[config.mk]
export PLATFORM = sky130hd
export DESIGN_NAME = bank_mode_tracker
export DESIGN_NICKNAME = d
export VERILOG_FILES = /design/src/rtl/bmt_pkg.sv /design/src/rtl/bmt_rst_sync.sv /design/src/rtl/bmt_err_latch.sv /design/src/rtl/bmt_fsm.sv /design/src/rtl/bank_mode_tracker.sv
export SDC_FILE = /design/constraint.sdc
export NUM_CORES = 1
export LEC_CHECK = 0
export ABC_AREA = 1
export BUFFER_PORTS_ARGS = -buffer_cell sky130_fd_sc_hd__buf_2
export CORE_MARGIN = 10
export CORE_UTILIZATION = 35
export DETAILED_ROUTE_END_ITERATION = 8
export GPL_ROUTABILITY_DRIVEN = 0
export MAX_ROUTING_LAYER = met4
export SLEW_MARGIN = 40
export SYNTH_ARGS = -nofsm -noshare
export SYNTH_HDL_FRONTEND = slang
export SYNTH_SLANG_ARGS = --single-unit
[constraint.sdc]
create_clock -name clk -period 0.8 [get_ports clk]
set_clock_uncertainty 0.1 [all_clocks]
set_input_delay 0.16 -clock clk [delete_from_list [all_inputs] [get_ports clk]]
set_output_delay 0.16 -clock clk [all_outputs]
set_load 0.005 [all_outputs]
[src/rtl/bmt_pkg.sv]
package bmt_pkg;
  localparam int MODE_W = 3;

  typedef enum logic [MODE_W-1:0] {
    BM_READ    = 3'd0,
    BM_SUSP_RD = 3'd1,
    BM_IDENT   = 3'd2,
    BM_SEQ     = 3'd3,
    BM_PGM     = 3'd4,
    BM_ERS     = 3'd5
  } bm_mode_e;

  typedef struct packed {
    logic seq;
    logic rst_cmd;
    logic ers_go;
    logic pgm_go;
    logic ident_go;
    logic susp;
    logic resume;
    logic done;
  } bm_evt_t;
endpackage

[src/rtl/bmt_rst_sync.sv]
module bmt_rst_sync #(
  parameter int STAGES = 2
) (
  input  logic clk,
  input  logic rst_ni,
  output logic rst_no
);
  logic [STAGES-1:0] sync_q;

  always_ff @(posedge clk or negedge rst_ni) begin
    if (!rst_ni) sync_q <= '0;
    else         sync_q <= {sync_q[STAGES-2:0], 1'b1};
  end

  assign rst_no = sync_q[STAGES-1];
endmodule

[src/rtl/bmt_err_latch.sv]
module bmt_err_latch (
  input  logic clk,
  input  logic rst_ni,
  input  logic busy,
  input  logic err_flag,
  output logic err_seen
);
  logic err_q, err_d, err_en;

  // update only when the state can change
  assign err_en = busy | err_q;

  always_comb begin
    err_d = err_q;
    if (err_en) err_d = busy & (err_q | err_flag);
  end

  always_ff @(posedge clk or negedge rst_ni) begin
    if (!rst_ni)     err_q <= 1'b0;
    else if (err_en) err_q <= err_d;
  end

  assign err_seen = err_q | (busy & err_flag);

  AST_ERR_CLR_IDLE: assert property (@(posedge clk) disable iff (!rst_ni)
    !busy |=> !err_q);
endmodule

[src/rtl/bmt_fsm.sv]
module bmt_fsm
  import bmt_pkg::*;
(
  input  logic     clk,
  input  logic     rst_ni,
  input  bm_evt_t  ev,
  input  logic     err_seen,
  output bm_mode_e mode_q,
  output logic     busy
);
  bm_mode_e mode_d, ret_mode;
  logic     rec_q, rec_d;

  assign ret_mode = rec_q ? BM_SUSP_RD : BM_READ;

  always_comb begin
    mode_d = mode_q;
    rec_d  = rec_q;
    unique case (mode_q)
      BM_READ: begin
        if (ev.seq) begin mode_d = BM_SEQ; rec_d = 1'b0; end
      end
      BM_SUSP_RD: begin
        if (ev.seq)         begin mode_d = BM_SEQ; rec_d = 1'b1; end
        else if (ev.resume) begin mode_d = BM_ERS; rec_d = 1'b0; end
      end
      BM_SEQ: begin
        if (ev.rst_cmd)       mode_d = ret_mode;
        else if (ev.ident_go) mode_d = BM_IDENT;
        else if (ev.pgm_go)   mode_d = BM_PGM;
        else if (ev.ers_go)   mode_d = rec_q ? BM_SUSP_RD : BM_ERS;
      end
      BM_IDENT: begin
        if (ev.rst_cmd) mode_d = ret_mode;
      end
      BM_PGM: begin
        if (ev.done || (ev.rst_cmd && err_seen)) mode_d = ret_mode;
      end
      BM_ERS: begin
        if (ev.done || (ev.rst_cmd && err_seen)) mode_d = BM_READ;
        else if (ev.susp) begin mode_d = BM_SUSP_RD; rec_d = 1'b1; end
      end
      default: begin mode_d = BM_READ; rec_d = 1'b0; end
    endcase
  end

  always_ff @(posedge clk or negedge rst_ni) begin
    if (!rst_ni) begin
      mode_q <= BM_READ;
      rec_q  <= 1'b0;
    end else begin
      mode_q <= mode_d;
      rec_q  <= rec_d;
    end
  end

  assign busy = (mode_q == BM_PGM) || (mode_q == BM_ERS);

  AST_LOCK_WHEN_BUSY: assert property (@(posedge clk) disable iff (!rst_ni)
    busy && ev.rst_cmd && !err_seen && !ev.done && !ev.susp |=> mode_q == $past(mode_q));
  AST_IDENT_HOLD: assert property (@(posedge clk) disable iff (!rst_ni)
    (mode_q == BM_IDENT) && !ev.rst_cmd |=> mode_q == BM_IDENT);
  AST_SEQ_ABORT_RET: assert property (@(posedge clk) disable iff (!rst_ni)
    (mode_q == BM_SEQ) && ev.rst_cmd |=> mode_q == ($past(rec_q) ? BM_SUSP_RD : BM_READ));
  AST_DONE_EXIT: assert property (@(posedge clk) disable iff (!rst_ni)
    busy && ev.done |=> !busy);
  AST_MODE_LEGAL: assert property (@(posedge clk) disable iff (!rst_ni)
    mode_q <= BM_ERS);
endmodule

[src/rtl/bank_mode_tracker.sv]
module bank_mode_tracker
  import bmt_pkg::*;
#(
  parameter int RST_STAGES = 2
) (
  input  logic              clk,
  input  logic              rst_n,
  input  logic              ev_seq,
  input  logic              ev_reset,
  input  logic              ev_erase,
  input  logic              ev_prog,
  input  logic              ev_ident,
  input  logic              ev_suspend,
  input  logic              ev_resume,
  input  logic              op_done,
  input  logic              err_flag,
  output logic [MODE_W-1:0] mode,
  output logic              busy
);
  logic     rst_sn, err_seen, busy_w;
  bm_evt_t  ev;
  bm_mode_e mode_q;

  assign ev = '{seq: ev_seq, rst_cmd: ev_reset, ers_go: ev_erase, pgm_go: ev_prog,
                ident_go: ev_ident, susp: ev_suspend, resume: ev_resume, done: op_done};

  bmt_rst_sync #(.STAGES(RST_STAGES)) u_rst (
    .clk(clk), .rst_ni(rst_n), .rst_no(rst_sn)
  );

  bmt_err_latch u_err (
    .clk(clk), .rst_ni(rst_sn), .busy(busy_w), .err_flag(err_flag), .err_seen(err_seen)
  );

  bmt_fsm u_fsm (
    .clk(clk), .rst_ni(rst_sn), .ev(ev), .err_seen(err_seen), .mode_q(mode_q), .busy(busy_w)
  );

  assign mode = mode_q;
  assign busy = busy_w;
endmodule

==> reports/qor.yml <==
global_routing:
  grt_pass1_vias: 525
  grt_antenna_before_repair: 0
  grt_max_degree: 8
  grt_pass1_wl_mm: 2.32
  overflow: 0
  grt_util_all_layers: 0.0864
pwr:
  combPwrFrac: 0.610
  seqPwrFrac: 0.252
  switching_share: 0.460
  power.switching_mw: 1.17
  clkPwrFrac: 0.137
  leakagePower_nw: 0.436
  powerDensity_nw_per_um2: 3290
  vdd_ir_drop_max_mv: 1.83
  power.total_mw: 2.55
  intPower_mw: 1.38
setup_path:
  worstPathMaxFanout: 4
  cp_slowest_cell: "dfrtp_2"
  path_cells: "inv_2 > nand2_4 > inv_4 > buf_6"
  crit-reg2reg-launch: "u_fsm.mode_q[2]$_DFFE_PN0P_"
  required_ns: 0.54
  cp-start-kind: "register"
  r2r_slack_ns: -0.50
  reg2reg_depth: 8
  worstReg2RegEnd: "u_fsm.mode_q[0]$_DFFE_PN0P_"
  crit_arrival_ns: 1.04
  slowest_delay_ns: 0.45
  end_kind: "primary output"
  critPathKind: "reg -> out"
  critPathTopFamily: "flip-flops"
  cp_num_buf_inv: 3
synth:
  synth_area_leader_cell: "dfrtp_1"
  synth.distinct_cells: 16
  synth.area.top_cells: "dfrtp_1 (35%), nand2_1 (16%), inv_1 (7.6%), nand2_2 (6.3%), nand3_1 (6.0%)"
  synth_top_area_share: 0.353
  yosysSeqAreaShare: 0.353
  yosysWarnings: 0
  synthesis.nets: 85
  netlist_area_um2: 497
  syn-instance-count: 74
  syn_avg_cell_area_um2: 6.71
  synth_seq_cells: 7
detailed_routing:
  drt-initial-drc-count: 10
  detail_route.wl_per_cell_um: 12.7
  drt-pass1-iter-count: 4
  wl_mm: 1.51
  ant_nets: 0
  num_vias: 572
  via_per_inst: 4.81
  drc: 0
placement:
  portBuffers: 14
  dp_hpwl_mm: 1.10
  dp_slack_ns: -0.449
  dp_cells: 109
outcome:
  violations: "hold timing, setup timing"
  status: "complete, but fails checks"
timing:
  maxSlewViolCount: 0
  rsz0062_at_grt: "true"
  clock.fmax_mhz: 769
  layout_setup_ws_ns: -0.501
  setup_viol: 9
  period_share: 1.63
  finalHoldViolCount: 5
  period_needed_ns: 1.30
  hold_slack_ns: -0.0244
clock_network:
  cts_root_buf: "clkbuf_4"
  clk_transition_reported_paths_ns: 0.07
  clock-sinks: 7
  cts_tree: "done"
  cts_buffers: 3
  clk_path_buf_depth: 2
  cts_max_level: 1
  insertion_delay_ns: 0.26
final_layout:
  antennaDiodeCount: 0
  syn_to_final_growth_pct: 55.7
  fill_cells: 122
  fin_cells: 119
  layout-drive-gt1-share: 0.510
  final_nets: 116
floorplanning:
  ios: 15
  die_w_um: 57.7
  die_h_um: 57.7
  die_area_um2: 3330
  start_util: 0.377
  coreArea_um2: 1320
  num_rows: 13
worst_hold_path:
  hold_path.class: "reg -> async"
job:
  cap_violations: 0
## cells in the final DEF (no fill, tap or decap)
| cell | synthesis | final |
|---|---|---|
| nor3_1 | 2 | 1 |
| nand2_2 | 5 | 2 |
| nand2_4 | 1 | 6 |
| dfrtp_1 | 7 | 4 |
| o21ai_0 | 3 | 3 |
| inv_2 | 2 | 2 |
| nand3b_4 | 1 | 1 |
| inv_1 | 10 | 9 |
| clkinv_2 | 0 | 1 |
| a21oi_1 | 2 | 2 |
| a31oi_1 | 1 | 1 |
| buf_2 | 0 | 13 |
| dfrtp_2 | 0 | 3 |
| buf_6 | 0 | 1 |
| nor2_2 | 3 | 5 |
| nor2_1 | 8 | 4 |
| conb_1 | 1 | 1 |
| nor2_4 | 1 | 3 |
| dlygate4sd3_1 | 0 | 1 |
| nand3_1 | 6 | 6 |
| clkbuf_4 | 0 | 3 |
| buf_4 | 0 | 11 |
| inv_4 | 0 | 1 |
| nor3_2 | 0 | 1 |
| nand2_1 | 21 | 19 |
## what timing repair did
| item | CTS | global route |
|---|---|---|
| hold endpoints to repair | 7 | 0 |
| pin swaps | 4 | 5 |
| buffers inserted | 3 | 2 |
| gates resized for setup | 2 | 13 |
| endpoints found under the setup margin | 9 | 9 |
| hold buffers | 1 | 0 |
## logic make-up after synthesis
group / synth area share
simple gates: 0.486
buf+inv: 0.0907
flops: 0.353
compound gates: 0.0630
other cells: 0.00755
## power groups by stage
stage | registers [mW] | logic [mW] | clock network (mW)
after CTS | 0.618 | 1.32 | 0.339
after detailed placement | 0.627 | 1.19 | 0
final | 0.643 | 1.55 | 0.350
after global placement | 0.621 | 1.19 | 0
after floorplan | 0.610 | 0.771 | 0
after global routing | 0.668 | 1.72 | 0.374
## sequential cells by signal (all words and copies together), names as in the netlist
register	flops
u_err.err_q	1
u_fsm.mode_q	3
u_fsm.rec_q	1
u_rst.sync_q	2
## worst max-delay path by stage
stage | start | endpoint | slack (ns) | cells past startpoint
global placement | u_fsm.mode_q[2]$_DFFE_PN0P_ | u_fsm.mode_q[1]$_DFFE_PN0P_ | -0.47 | 6
global route | u_fsm.mode_q[2]$_DFFE_PN0P_ | u_fsm.mode_q[0]$_DFFE_PN0P_ | -0.59 | 9
CTS | u_fsm.mode_q[2]$_DFFE_PN0P_ | u_fsm.mode_q[1]$_DFFE_PN0P_ | -0.46 | 8
detailed placement | u_fsm.mode_q[2]$_DFFE_PN0P_ | u_fsm.mode_q[1]$_DFFE_PN0P_ | -0.45 | 8
floorplan | u_fsm.mode_q[1]$_DFFE_PN0P_ | u_fsm.mode_q[1]$_DFFE_PN0P_ | -0.36 | 9
finish | u_fsm.mode_q[1]$_DFFE_PN0P_ | busy | -0.50 | 4
## synth_stat cells (all sizes together)
cell type and count:
a21oi 2, a31oi 1, conb 1, dfrtp 7, inv 12, nand2 27, nand3 6, nand3b 1
nor2 12, nor3 2, o21ai 3
## area by class of cell
type / instances / area, µm² / area share
multi-input cells: 55 / 332 / 0.429
flip-flops and latches: 7 / 179 / 0.231
repair buffers: 26 / 169 / 0.218
inverters: 12 / 47.5 / 0.0615
clock buffers: 3 / 22.5 / 0.0291
well taps: 15 / 18.8 / 0.0243
clock inverters: 1 / 5.00 / 0.00647
## per-stage QoR
| step | TNS [ns] | util | area [µm²] |
|---|---|---|---|
| floorplan | -1.47 | - | 508 |
| global placement | -2.42 | 0.487 | 642 |
| detailed placement | -2.33 | 0.487 | 642 |
| CTS | -3.58 | 0.539 | 711 |
| global route | -4.26 | 0.587 | 773 |
| finish | -3.75 | 0.587 | 773 |
## metal layers
metal	up-vias	GRT usage	wire length (µm)
met1	272	0.101	627
li1	284	-	-
met5	-	-	0
met4	0	0.0201	6
met2	14	0.137	806
met3	2	0.0327	71
(Power assumes the default switching activity.)
